[config.mk]
export PLATFORM = sky130hd
export DESIGN_NAME = dir_ptr_entry
export DESIGN_NICKNAME = d
export VERILOG_FILES = /design/src/rtl/dir_ptr_pkg.sv /design/src/rtl/dir_entry_state.sv /design/src/rtl/dir_inval_walker.sv /design/src/rtl/dir_ptr_entry.sv
export SDC_FILE = /design/constraint.sdc
export NUM_CORES = 1
export LEC_CHECK = 0
export ABC_AREA = 1
export ABC_CLOCK_PERIOD_IN_PS = 2460
export BUFFER_PORTS_ARGS = -buffer_cell sky130_fd_sc_hd__buf_4
export CORE_UTILIZATION = 42
export CTS_BUF_LIST = sky130_fd_sc_hd__clkbuf_16
export DETAILED_ROUTE_END_ITERATION = 8
export GPL_ROUTABILITY_DRIVEN = 0
export GPL_TIMING_DRIVEN = 0
export MAX_ROUTING_LAYER = met4
export PLACE_DENSITY = 0.62
export SLEW_MARGIN = 10
export SYNTH_ARGS = -nofsm -noshare
export SYNTH_HDL_FRONTEND = slang
export SYNTH_SLANG_ARGS = --single-unit
export TNS_END_PERCENT = 50
[constraint.sdc]
create_clock -name clk -period 2.46 [get_ports clk]
set_input_delay 0.492 -clock clk [delete_from_list [all_inputs] [get_ports clk]]
set_output_delay 0.492 -clock clk [all_outputs]
set_load 0.02 [all_outputs]
[src/rtl/dir_ptr_pkg.sv]
package dir_ptr_pkg;
  typedef enum logic [2:0] {
    CMD_NOP   = 3'd0,
    CMD_ADD   = 3'd1,
    CMD_OWN   = 3'd2,
    CMD_CLEAR = 3'd3,
    CMD_INVAL = 3'd4
  } dir_cmd_e;

  typedef enum logic [1:0] {
    FMT_PTR    = 2'd0,
    FMT_EXACT  = 2'd1,
    FMT_COARSE = 2'd2,
    FMT_OWN    = 2'd3
  } dir_fmt_e;
endpackage

[src/rtl/dir_entry_state.sv]
module dir_entry_state
  import dir_ptr_pkg::*;
#(
  parameter int NODES = 16,
  parameter int PTRS  = 4,
  parameter int GRP   = 4,
  localparam int NW   = $clog2(NODES),
  localparam int PW   = NW + 1,
  localparam int PCW  = $clog2(PTRS + 1)
) (
  input  logic                clk,
  input  logic                rst_n,
  input  logic                accept,
  input  logic [2:0]          cmd,
  input  logic [NW-1:0]       node,
  input  logic [PW-1:0]       proc,
  input  logic                coarse_sel,
  output logic [1:0]          fmt,
  output logic [PCW-1:0]      used,
  output logic [PTRS*NW-1:0]  ptr_flat,
  output logic [NODES-1:0]    vec,
  output logic [PW-1:0]       own,
  output logic                ev_overflow,
  output logic                ev_dup
);
  logic [1:0]       fmt_q, fmt_d;
  logic [PCW-1:0]   used_q, used_d;
  logic [NW-1:0]    ptr_q [PTRS];
  logic [NW-1:0]    ptr_d [PTRS];
  logic [NODES-1:0] vec_q, vec_d, spill;
  logic [PW-1:0]    own_q, own_d;
  logic [NW-1:0]    own_node;

  // Bit that marks a node: itself in exact form, its group in coarse form.
  function automatic logic [NW-1:0] slot(input logic [NW-1:0] id, input logic coarse);
    return coarse ? NW'(id / GRP) : id;
  endfunction

  assign own_node = own_q[PW-1:1];

  always_comb begin
    ev_dup = 1'b0;
    for (int i = 0; i < PTRS; i++)
      if (PCW'(i) < used_q && ptr_q[i] == node) ev_dup = 1'b1;
  end

  assign ev_overflow = accept && (cmd == CMD_ADD) && (fmt_q == FMT_PTR) &&
                       !ev_dup && (used_q == PCW'(PTRS));

  always_comb begin
    spill = '0;
    for (int i = 0; i < PTRS; i++) spill[slot(ptr_q[i], coarse_sel)] = 1'b1;
    spill[slot(node, coarse_sel)] = 1'b1;
  end

  always_comb begin
    fmt_d  = fmt_q;
    used_d = used_q;
    vec_d  = vec_q;
    own_d  = own_q;
    for (int i = 0; i < PTRS; i++) ptr_d[i] = ptr_q[i];
    if (accept) begin
      case (cmd)
        CMD_ADD: begin
          case (fmt_q)
            FMT_PTR: begin
              if (ev_overflow) begin
                fmt_d  = coarse_sel ? FMT_COARSE : FMT_EXACT;
                vec_d  = spill;
                used_d = '0;
              end else if (!ev_dup) begin
                for (int i = 0; i < PTRS; i++)
                  if (PCW'(i) == used_q) ptr_d[i] = node;
                used_d = used_q + PCW'(1);
              end
            end
            FMT_EXACT:  vec_d[node] = 1'b1;
            FMT_COARSE: vec_d[slot(node, 1'b1)] = 1'b1;
            default: begin
              fmt_d    = FMT_PTR;
              ptr_d[0] = own_node;
              if (node == own_node) begin
                used_d = PCW'(1);
              end else begin
                ptr_d[1] = node;
                used_d   = PCW'(2);
              end
            end
          endcase
        end
        CMD_OWN: begin
          fmt_d  = FMT_OWN;
          own_d  = proc;
          used_d = '0;
          vec_d  = '0;
        end
        CMD_CLEAR: begin
          fmt_d  = FMT_PTR;
          own_d  = '0;
          used_d = '0;
          vec_d  = '0;
        end
        default: ;
      endcase
    end
  end

  always_ff @(posedge clk) begin
    if (!rst_n) begin
      fmt_q  <= FMT_PTR;
      used_q <= '0;
      vec_q  <= '0;
      own_q  <= '0;
      for (int i = 0; i < PTRS; i++) ptr_q[i] <= '0;
    end else begin
      fmt_q  <= fmt_d;
      used_q <= used_d;
      vec_q  <= vec_d;
      own_q  <= own_d;
      for (int i = 0; i < PTRS; i++) ptr_q[i] <= ptr_d[i];
    end
  end

  for (genvar g = 0; g < PTRS; g++) begin : g_flat
    assign ptr_flat[g*NW +: NW] = ptr_q[g];
  end

  assign fmt  = fmt_q;
  assign used = used_q;
  assign vec  = vec_q;
  assign own  = own_q;
endmodule

[src/rtl/dir_inval_walker.sv]
module dir_inval_walker
  import dir_ptr_pkg::*;
#(
  parameter int NODES = 16,
  parameter int PTRS  = 4,
  parameter int GRP   = 4,
  localparam int NW   = $clog2(NODES),
  localparam int PCW  = $clog2(PTRS + 1),
  localparam int CW   = $clog2(NODES + 1)
) (
  input  logic               clk,
  input  logic               rst_n,
  input  logic               start,
  input  logic [NW-1:0]      writer,
  input  logic [1:0]         fmt,
  input  logic [PCW-1:0]     used,
  input  logic [PTRS*NW-1:0] ptr_flat,
  input  logic [NODES-1:0]   vec,
  input  logic [NW-1:0]      own_node,
  output logic               busy,
  output logic               inv_valid,
  output logic [NW-1:0]      inv_node,
  output logic               inv_done,
  output logic [CW-1:0]      inv_count
);
  logic [NODES-1:0] pend_q;
  logic             walk_q;
  logic [CW-1:0]    cnt_q;

  // Expand the record into one bit per node that must be invalidated.
  function automatic logic [NODES-1:0] targets(
    input logic [1:0] f, input logic [PCW-1:0] u, input logic [PTRS*NW-1:0] pf,
    input logic [NODES-1:0] v, input logic [NW-1:0] on, input logic [NW-1:0] wr);
    logic [NODES-1:0] m;
    m = '0;
    case (f)
      FMT_PTR: for (int i = 0; i < PTRS; i++)
                 if (PCW'(i) < u) m[pf[i*NW +: NW]] = 1'b1;
      FMT_EXACT: m = v;
      FMT_COARSE: for (int n = 0; n < NODES; n++)
                    m[NW'(n)] = v[NW'(n / GRP)];
      default: m[on] = 1'b1;
    endcase
    m[wr] = 1'b0;
    return m;
  endfunction

  function automatic logic [NW-1:0] lowest(input logic [NODES-1:0] m);
    logic [NW-1:0] r;
    r = '0;
    for (int n = NODES - 1; n >= 0; n--)
      if (m[NW'(n)]) r = NW'(n);
    return r;
  endfunction

  always_ff @(posedge clk) begin
    if (!rst_n) begin
      pend_q <= '0;
      walk_q <= 1'b0;
      cnt_q  <= '0;
    end else if (start) begin
      pend_q <= targets(fmt, used, ptr_flat, vec, own_node, writer);
      walk_q <= 1'b1;
      cnt_q  <= '0;
    end else if (walk_q) begin
      if (|pend_q) begin
        pend_q[lowest(pend_q)] <= 1'b0;
        cnt_q <= cnt_q + CW'(1);
      end else begin
        walk_q <= 1'b0;
      end
    end
  end

  assign busy      = walk_q;
  assign inv_valid = walk_q && (|pend_q);
  assign inv_done  = walk_q && !(|pend_q);
  assign inv_node  = lowest(pend_q);
  assign inv_count = cnt_q;
endmodule

[src/rtl/dir_ptr_entry.sv]
module dir_ptr_entry
  import dir_ptr_pkg::*;
#(
  parameter int NODES = 16,
  parameter int PTRS  = 4,
  parameter int GRP   = 4,
  localparam int NW   = $clog2(NODES),
  localparam int PW   = NW + 1,
  localparam int PCW  = $clog2(PTRS + 1),
  localparam int CW   = $clog2(NODES + 1)
) (
  input  logic           clk,
  input  logic           rst_n,
  input  logic [2:0]     cmd,
  input  logic [NW-1:0]  cmd_node,
  input  logic [PW-1:0]  cmd_proc,
  input  logic           coarse_sel,
  output logic           busy,
  output logic [1:0]     fmt,
  output logic [PCW-1:0] ptr_used,
  output logic [PW-1:0]  own_proc,
  output logic           inv_valid,
  output logic [NW-1:0]  inv_node,
  output logic           inv_done,
  output logic [CW-1:0]  inv_count
);
  logic               accept;
  logic               start_walk;
  logic [PTRS*NW-1:0] ptr_flat;
  logic [NODES-1:0]   vec;
  logic               ev_overflow;
  logic               ev_dup;

  assign accept     = (cmd != CMD_NOP) && !busy;
  assign start_walk = accept && (cmd == CMD_INVAL);

  dir_entry_state #(.NODES(NODES), .PTRS(PTRS), .GRP(GRP)) u_state (
    .clk(clk), .rst_n(rst_n), .accept(accept), .cmd(cmd), .node(cmd_node),
    .proc(cmd_proc), .coarse_sel(coarse_sel), .fmt(fmt), .used(ptr_used),
    .ptr_flat(ptr_flat), .vec(vec), .own(own_proc),
    .ev_overflow(ev_overflow), .ev_dup(ev_dup)
  );

  dir_inval_walker #(.NODES(NODES), .PTRS(PTRS), .GRP(GRP)) u_walk (
    .clk(clk), .rst_n(rst_n), .start(start_walk), .writer(cmd_node),
    .fmt(fmt), .used(ptr_used), .ptr_flat(ptr_flat), .vec(vec),
    .own_node(own_proc[PW-1:1]), .busy(busy), .inv_valid(inv_valid),
    .inv_node(inv_node), .inv_done(inv_done), .inv_count(inv_count)
  );
endmodule

==> metrics.txt, run 1 <==
status=complete, no violations; DR iter-0 viols=1204; CP Launch Type=flip-flop; crit path kind=reg -> out; Main synth FF type=dfxtp_1; DR pass1 iterations=6; Slew Limit Fails=0; routed wire length=23680 um; Ant. Diodes=0; Power Dens Cells=482.9 nW/um^2; CP Data Arrival Time=1.84 ns; sequential-to-total area share from yosys stat=0.2067; largest family of logic cells by synthesized area=simple AND/OR/NAND/NOR gates; dpl cell area=6676 um^2; switching power total=1.297 mW; fin nets=1230; Unique masters post-synth=40; Yosys top cell area share=0.2501; sequential share of power=0.341; post-synthesis mux area share=0; GRT Overall Usage=0.3300; Comb power frac=0.292; fmax=429.4 MHz; maximum vdd drop=0.3056 mV; Synth Area per Inst=5.334 um^2; vias in the first global route=6779; Post-Syn Area=6198 um^2; Period minus WS final=2.329 ns; CTS clk-pin slew, worst paths=0.06 ns; Slew headroom=0.5157; cts hold-fix bufs=0; routed vias=7831; Switching Fraction=0.3852; Die ar.=15250 um^2; vias per cell=5.610; CTS sink cnt=64; initial core utilization=0.4281; commonest non-fill, non-tap cell in the layout=nand2_1; fraction of layout cells with a size suffix above 1=0.08581; Root Buffer=clkbuf_16; Synthesized Nets=1185; Rows=44; max cap viols=0; hpwl dp=17890 um; Clock Latency Late Sink=0.36 ns; Worst Path Required=1.97 ns; # setup viols final=0; Synth Area in XOR/XNOR=0.01413; die height=123.5 um; Post-synth EDFFs=0; hold crit path type=in -> reg; wire per inst=16.96 um; Final Core Density=0.4814; H-tree depth=3; CTS tree=yes; Synth area leaders=nand2_1 25%, dfxtp_1 21%, nand3_1 12%; commonest non-fill, non-tap cells in the layout=412 x nand2_1, 165 x nor2_1, 154 x nand3_1, 115 x inv_1, 64 x dfxtp_1; CTS Buf Count=9; die width=123.5 um; maximum root-to-sink buffer count=2; clock share of power=0.366; ys async rst share=0; internal power=2.069 mW; Synth Area in Simple Gates=0.5543; Layout area overhead=12.45%; clock skew=0.01375 ns; Post-Syn Instances=1162; GR Overflow Total=0; Compound-Gate Fraction of Synth Area=0.09225; Worst Max-Slew Pin Slew=0.7265 ns; Critical Path End Type=output pin; largest net degree at the start of global routing=13; post-route ant nets=0; initial antenna violation count=0; synth warn=0; final hold vios=0; final instance area=6970 um^2; critical-path maximum fanout=7; Leak=3.586 nW; # IOs=37; Seq cells post-synth=64; final period utilization=0.9467; core area=14480 um^2; I/O Buffers=33; Yosys top cell by area=nand2_1; residual DRC count=0; first-pass GRT wire length=36470 um; Post-Synth Adder-Cell Area=0.01615
-- final timing paths --
check | slack, ns | cells after the start | to | from
worst min-delay path | 0.39 | 3 | u_state.own[0] | cmd_proc[0]
worst max-delay path | 0.13 | 8 | inv_valid | u_walk.pend_q[0]
worst max register to register | 0.26 | 12 | u_state.vec[0] | u_state.fmt[0]
worst min register to register | 0.45 | 2 | u_walk.pend_q[11] | u_walk.pend_q[11]
-- cell type report --
cell class                 count  area (um^2)
buffer                        48        249.0
clock buffer                   9        225.2
clock inverter                 7        47.55
fill                        1626         7508
inverter                     126        473.0
multi-input combinational    924         4209
sequential                    64         1281
tap                          184        230.2
timing repair buffer          34        255.2
-- power by group through the flow --
| stage | registers [mW] | clock network, mW | logic [mW] |
|---|---|---|---|
| 4_1_cts | 1.15 | 1.25 | 0.956 |
| 6_report | 1.15 | 1.23 | 0.984 |
| 3_5_place_dp | 1.17 | 0 | 0.950 |
| 2_1_floorplan | 1.16 | 0 | 0.656 |
| 5_1_grt | 1.15 | 1.30 | 1.09 |
| 3_3_place_gp | 1.17 | 0 | 0.946 |
-- cells by family (layout without fill, tap and decap cells) --
group,Yosys count,count (layout)
DFF,64,64
adders and majority gates,8,8
xor gates and xnor gates,10,10
AOI/OAI and AO/OA,103,103
and+or+nand+nor,802,802
buffers and inverters,174,224
other,1,1
-- cell usage after synthesis, types with 6 or more instances --
| cell | n |
|---|---|
| a21oi_1 | 34 |
| buf_2 | 17 |
| clkbuf_1 | 19 |
| dfxtp_1 | 64 |
| ha_1 | 8 |
| inv_1 | 115 |
| inv_2 | 7 |
| nand2_1 | 413 |
| nand3_1 | 154 |
| nand4_1 | 31 |
| nor2_1 | 166 |
| nor3_1 | 17 |
| o211ai_1 | 6 |
| o21ai_0 | 43 |
| o21ai_1 | 6 |
| xnor2_1 | 9 |
-- registers in the layout, indices dropped and copies added (netlist names) --
name	count
u_state.vec	16
u_state.own	5
u_state.fmt	2
u_walk.pend_q	16
u_state.used	3
u_walk.busy	1
u_state.ptr_q	16
u_walk.inv_count	5
-- critical path, stage by stage, from the launching register on --
cell      delay [ns]
dfxtp_1         0.31
inv_1           0.09
nand2_1         0.11
nor2_2          0.16
nand3_1         0.10
nand3b_1        0.28
nand2_4         0.13
inv_1           0.13
buf_4           0.19
-- per-stage QoR --
stage          cells  setup slack (ns)  TNS (ns)  power [mW]  hold WS, ns
4_1_cts         1395           0.01745         0       3.355       0.3934
3_5_place_dp    1379           0.06381         0       2.118       0.4426
2_1_floorplan   1162            0.4862         0       1.818       0.4262
5_1_grt         1396          -0.01111  -0.01111       3.534       0.3999
3_3_place_gp    1379           0.07978         0       2.114       0.4407
6_report        1396            0.1312         0       3.366       0.3919
-- routing by layer --
layer,GRT usage,part of all wire,vias to the layer above
met4,0.1333,0.037,0
met1,0.4447,0.44,3482
met2,0.4602,0.42,464
met5,-,0,-
met3,0.08994,0.11,76
li1,-,-,3809
-- timing repair --
action                                  CTS  global route
pin swaps                                 0             1
gates resized for setup                   2             7
endpoints found under the setup margin    1            19
setup buffers                             0             1
(Power assumes the default switching activity.)
==> run 2, diff against run 1 <==
--- a/config.mk
+++ b/config.mk
@@ -8,13 +8,13 @@
 export ABC_AREA = 1
 export ABC_CLOCK_PERIOD_IN_PS = 2460
 export BUFFER_PORTS_ARGS = -buffer_cell sky130_fd_sc_hd__buf_4
-export CORE_UTILIZATION = 42
+export CORE_UTILIZATION = 45
 export CTS_BUF_LIST = sky130_fd_sc_hd__clkbuf_16
 export DETAILED_ROUTE_END_ITERATION = 8
 export GPL_ROUTABILITY_DRIVEN = 0
 export GPL_TIMING_DRIVEN = 0
 export MAX_ROUTING_LAYER = met4
-export PLACE_DENSITY = 0.62
+export PLACE_DENSITY = 0.65
 export SLEW_MARGIN = 10
 export SYNTH_ARGS = -nofsm -noshare
 export SYNTH_HDL_FRONTEND = slang
==> metrics.txt, run 2 (same netlist as run 1, synthesis figures left out) <==
CTS clk-pin slew, worst paths=0.05 ns (about the same); fmax=429.1 MHz (about the same); crit path kind=reg -> out; cts hold-fix bufs=0 (unchanged); Sum Neg Setup Slack=0 ns (unchanged); status=complete, no violations; max cap viols=0 (unchanged); commonest non-fill, non-tap cell in the layout=nand2_1; critical-path maximum fanout=10 (+3); CTS Buf Count=9 (unchanged); Slew headroom=0.5202 (+0.004505); Worst Path Required=1.97 ns (about the same); Highest Signal Layer=met4; Period minus WS final=2.330 ns (+0.001441 ns); Cells after DPL=1371 (-0.58%); metal3 WL=2912 um (+9.0%); die height=119.4 um (-3.3%); vias per cell=5.699 (+1.6%); core area=13350 um^2 (-7.8%); Rows=42 (-4.5%); Slew Limit Fails=0 (unchanged); initial antenna violation count=0 (unchanged); met2 WL=9505 um (-3.3%); final hold vios=0 (unchanged); H-tree depth=3 (unchanged); hpwl dp=17620 um (-1.5%); fin nets=1229 (-0.081%); non-filler cells, final=1387 (-0.64%); CP Data Arrival Time=1.84 ns (about the same); Layout area overhead=12.11%; Die ar.=14250 um^2 (-6.6%); fraction of layout cells with a size suffix above 1=0.08258 (-0.003232); final period utilization=0.9473 (about the same); initial core utilization=0.4644 (+0.03628); residual DRC count=0 (unchanged); DR pass1 iterations=8 (+2); Clock Latency Late Sink=0.35 ns (about the same); Tot Pwr=3.331 mW (-1.1%); CTS tree=yes; post-route ant nets=0 (unchanged); CP Launch Type=flip-flop; I/O Buffers=33 (unchanged); final worst slack=0.1297 ns (-0.001441 ns); routed wire length=23300 um (-1.6%); commonest non-fill, non-tap cells in the layout=412 x nand2_1, 165 x nor2_1, 154 x nand3_1, 116 x inv_1, 64 x dfxtp_1; vias in the first global route=6973 (+2.9%); wire per inst=16.80 um (-0.99%); GRT Overall Usage=0.3431 (+0.01313); routed vias=7905 (+0.94%); maximum root-to-sink buffer count=2 (unchanged); first-pass GRT wire length=36920 um (+1.2%); CTS sink cnt=64 (unchanged); Worst Max-Slew Pin Slew=0.7150 ns (-0.01155 ns); largest net degree at the start of global routing=12 (-1); Critical Path End Type=output pin; WL met1=10080 um (-2.2%); DR iter-0 viols=1069 (-11%); die width=119.4 um (-3.3%); post-placement setup slack=0.09868 ns (+0.03486 ns); Ant. Diodes=0 (unchanged); Power Dens Cells=479.3 nW/um^2 (-0.76%); clock skew=0.008925 ns (-0.004824 ns); Leak=3.576 nW (-0.30%); hold crit path type=in -> reg; Root Buffer=clkbuf_16; RSZ-0062 raised after global routing=true; GR Overflow Total=0 (unchanged); # IOs=37 (unchanged); # setup viols final=0 (unchanged); maximum vdd drop=0.3331 mV (+9.0%)
## run 2: changes by cell type in the layout (fill, tap and decap cells not counted), sizes merged
cell | previous run | this run
buf | 61 | 60
clkinv | 9 | 8
clkinvlp | 1 | 2
## run 2: layout make-up
type,count,area (um^2)
plain buffers,48,247.7
clock buffers,9,225.2
clock inverters,7,40.04
fillers,1501,6399
inverters,126,473.0
multi-input cells,924,4214
flip-flops and latches,64,1281
well taps,176,220.2
repair buffers,33,247.7
## run 2: final timing paths
| check | depth (start not counted) | start | slack (ns) | end |
|---|---|---|---|---|
| setup / recovery | 8 | u_walk.pend_q[0] | 0.13 | inv_valid |
| hold / removal | 3 | cmd_proc[0] | 0.40 | u_state.own[0] |
| setup reg to reg | 12 | u_state.fmt[0] | 0.21 | u_state.vec[2] |
| hold reg to reg | 2 | u_walk.pend_q[11] | 0.45 | u_walk.pend_q[11] |
## run 2: critical path, stage by stage (launching register included)
cell	delay (ns)
dfxtp_1	0.30
inv_1	0.08
nand2_1	0.12
nor2_4	0.13
nand3_1	0.07
nand3b_1	0.28
nand2_4	0.18
inv_1	0.14
buf_4	0.19
## run 2: power breakdown
part	leakage (nW)	switching (mW)	total (mW)	internal, mW
registers	0.521	0.0577	1.15	1.09
logic	2.93	0.686	0.985	0.299
clock network	0.128	0.527	1.20	0.670
total	3.58	1.27	3.33	2.06
## run 2: layer usage
metal | vias to the layer above | track usage
met5 | - | -
met4 | 0 | 0.1336
met3 | 75 | 0.07854
met2 | 526 | 0.4880
met1 | 3485 | 0.4671
li1 | 3819 | -
## run 2: stage by stage
step,hold WS [ns],cell area [um^2],util
final,0.3999,6949,0.5206
after global routing,0.4177,6949,0.5206
after CTS,0.4013,6934,0.5195
after detailed placement,0.4413,6666,0.4994
after global placement,0.4413,6666,0.4994
after floorplan,0.4262,6198,-
## run 2: timing repair
action | CTS | global route
setup endpoints to repair | 1 | 19
pin swaps | 0 | 0
hold endpoints to repair | 0 | 0
resized for setup | 1 | 7
buffers inserted | 0 | 0
==> run 3, diff against run 2 <==
--- a/config.mk
+++ b/config.mk
@@ -6,7 +6,7 @@
 export NUM_CORES = 1
 export LEC_CHECK = 0
 export ABC_AREA = 1
-export ABC_CLOCK_PERIOD_IN_PS = 2460
+export ABC_CLOCK_PERIOD_IN_PS = 1900
 export BUFFER_PORTS_ARGS = -buffer_cell sky130_fd_sc_hd__buf_4
 export CORE_UTILIZATION = 45
 export CTS_BUF_LIST = sky130_fd_sc_hd__clkbuf_16
@@ -14,7 +14,8 @@
 export GPL_ROUTABILITY_DRIVEN = 0
 export GPL_TIMING_DRIVEN = 0
 export MAX_ROUTING_LAYER = met4
-export PLACE_DENSITY = 0.65
+export PLACE_DENSITY = 0.67
+export SETUP_SLACK_MARGIN = 0.5
 export SLEW_MARGIN = 10
 export SYNTH_ARGS = -nofsm -noshare
 export SYNTH_HDL_FRONTEND = slang
==> constraint.sdc (replaced) <==
create_clock -name clk -period 1.9 [get_ports clk]
set_input_delay 0.38 -clock clk [delete_from_list [all_inputs] [get_ports clk]]
set_output_delay 0.38 -clock clk [all_outputs]
set_load 0.02 [all_outputs]
==> metrics.txt, run 3 (same netlist as run 1, synthesis figures left out) <==
vias in the first global route=7420 (+6.4%); final hold vios=0 (unchanged); RSZ-0062 raised after global routing=true; final instance area=8818 um^2 (+27%); Period minus WS final=2.018 ns; critical-path maximum fanout=2 (-8); vias per cell=5.781 (+1.4%); GR Overflow Total=0 (unchanged); CTS sink cnt=64 (unchanged); wire per inst=17.96 um (+6.9%); Worst Max-Slew Pin Slew=0.6949 ns (-0.02009 ns); final worst slack=-0.1176 ns (-0.2474 ns); Tot Pwr=4.982 mW (+50%); CP Data Arrival Time=1.64 ns (-0.20 ns); fraction of layout cells with a size suffix above 1=0.3192 (+0.2366); DR iter-0 viols=1237 (+16%); hold crit path type=in -> reg; commonest non-fill, non-tap cell in the layout=nand2_1; DR pass1 iterations=6 (-2); routed wire length=26010 um (+12%); post-placement setup slack=-0.3242 ns (-0.4229 ns); CP Launch Type=flip-flop; routed vias=8371 (+5.9%); GRT Overall Usage=0.3694 (+0.02626); Clock Latency Late Sink=0.35 ns (about the same); Slew headroom=0.5368 (+0.01659); # IOs=37 (unchanged); Worst Path Required=1.52 ns (-0.45 ns); die width=119.4 um (unchanged); hpwl dp=18030 um (+2.3%); failing checks=negative setup slack; final period utilization=1.062; clock skew=0.008624 ns (-0.0003016 ns); maximum vdd drop=0.4661 mV (+40%); fin nets=1292 (+5.1%); post-route ant nets=0 (unchanged); CTS clk-pin slew, worst paths=0.06 ns (about the same); Slew Limit Fails=0 (unchanged); Die ar.=14250 um^2 (unchanged); Layout area overhead=42.27%; Critical Path End Type=output pin; I/O Buffers=33 (unchanged); Cells after DPL=1371 (unchanged); die height=119.4 um (unchanged); # setup viols final=2 (+2); largest net degree at the start of global routing=11 (-1); Ant. Diodes=0 (unchanged); CTS tree=yes; crit path kind=reg -> out; core area=13350 um^2 (unchanged); maximum root-to-sink buffer count=2 (unchanged); max cap viols=0 (unchanged); dpl cell area=6973 um^2 (+4.6%); Min Hold Slack=0.2912 ns (-0.1086 ns); initial antenna violation count=0 (unchanged); status=complete, but fails checks; Root Buffer=clkbuf_16; Leak=4.227 nW (+18%); fmax=495.6 MHz; first-pass GRT wire length=39520 um (+7.0%); initial core utilization=0.4644 (unchanged); commonest non-fill, non-tap cells in the layout=357 x nand2_1, 129 x nand3_1, 127 x nor2_1, 74 x inv_1, 73 x buf_4; H-tree depth=3 (unchanged); Power Dens Cells=565.0 nW/um^2 (+18%); Rows=42 (unchanged); residual DRC count=0 (unchanged); CTS Buf Count=9 (unchanged); non-filler cells, final=1448 (+4.4%)
run 3: cell types whose count changed in the layout (fill, tap and decap cells not counted), moves of 25 or more:
| cell | previous run | this run |
|---|---|---|
| nand2_1 | 412 | 357 |
| inv_1 | 116 | 74 |
| nand2_2 | 0 | 41 |
| nor2_1 | 165 | 127 |
| buf_4 | 36 | 73 |
| buf_6 | 4 | 34 |
| nand3_1 | 154 | 129 |
run 3: through the flow:
| step | utilization | setup TNS (ns) |
|---|---|---|
| after global placement | 0.5224 | -7.659 |
| after detailed placement | 0.5224 | -8.861 |
| after global routing | 0.6607 | -0.4087 |
| after floorplan | - | 0 |
| final | 0.6607 | -0.2143 |
| after CTS | 0.6259 | -0.1507 |
run 3: critical path, cell delays in order, from the launching register on:
cell	delay (ns)
dfxtp_2	0.33
inv_2	0.09
nand2_4	0.07
nor2_4	0.11
nand3_2	0.06
nand3b_1	0.29
nor2_1	0.19
buf_4	0.16
run 3: area by class of cell:
type / count / area [um^2]
buffer: 48 / 417.9
sequential: 64 / 1341
inverter: 126 / 564.3
fill: 1206 / 4529
clock inverter: 5 / 50.05
clock buffer: 9 / 225.2
timing repair buffer: 96 / 900.9
tap: 176 / 220.2
multi-input combinational: 924 / 5099
run 3: power by group:
part / leakage [nW] / internal, mW / switching [mW] / total (mW)
clock: 0.132 / 0.989 / 0.648 / 1.64
combinational: 3.56 / 0.715 / 1.14 / 1.85
sequential: 0.535 / 1.41 / 0.0849 / 1.49
run 3: final timing paths:
kind | end | cells past startpoint | slack, ns | start
worst max-delay path | inv_done | 7 | -0.12 | u_walk.pend_q[2]
worst min-delay path | u_state.own[4] | 3 | 0.29 | cmd_proc[4]
worst max register to register | u_state.vec[0] | 11 | 0.03 | u_state.used[0]
worst min register to register | u_walk.pend_q[10] | 2 | 0.45 | u_walk.pend_q[10]
run 3: routing by layer:
| layer | vias to the layer above | track usage | share of wire |
|---|---|---|---|
| met1 | 3749 | 0.4878 | 0.41 |
| met3 | 105 | 0.07423 | 0.11 |
| met5 | - | - | 0 |
| met4 | 0 | 0.1563 | 0.044 |
| met2 | 568 | 0.5461 | 0.43 |
| li1 | 3949 | - | - |
run 3: what timing repair did:
action | 4_1_cts | 5_1_grt
resized for setup | 237 | 109
cloned | 3 | 1
hold endpoints to repair | 0 | 0
setup endpoints to repair | 71 | 70
pin swaps | 93 | 121
hold buffers | 0 | 0
setup buffers | 44 | 15
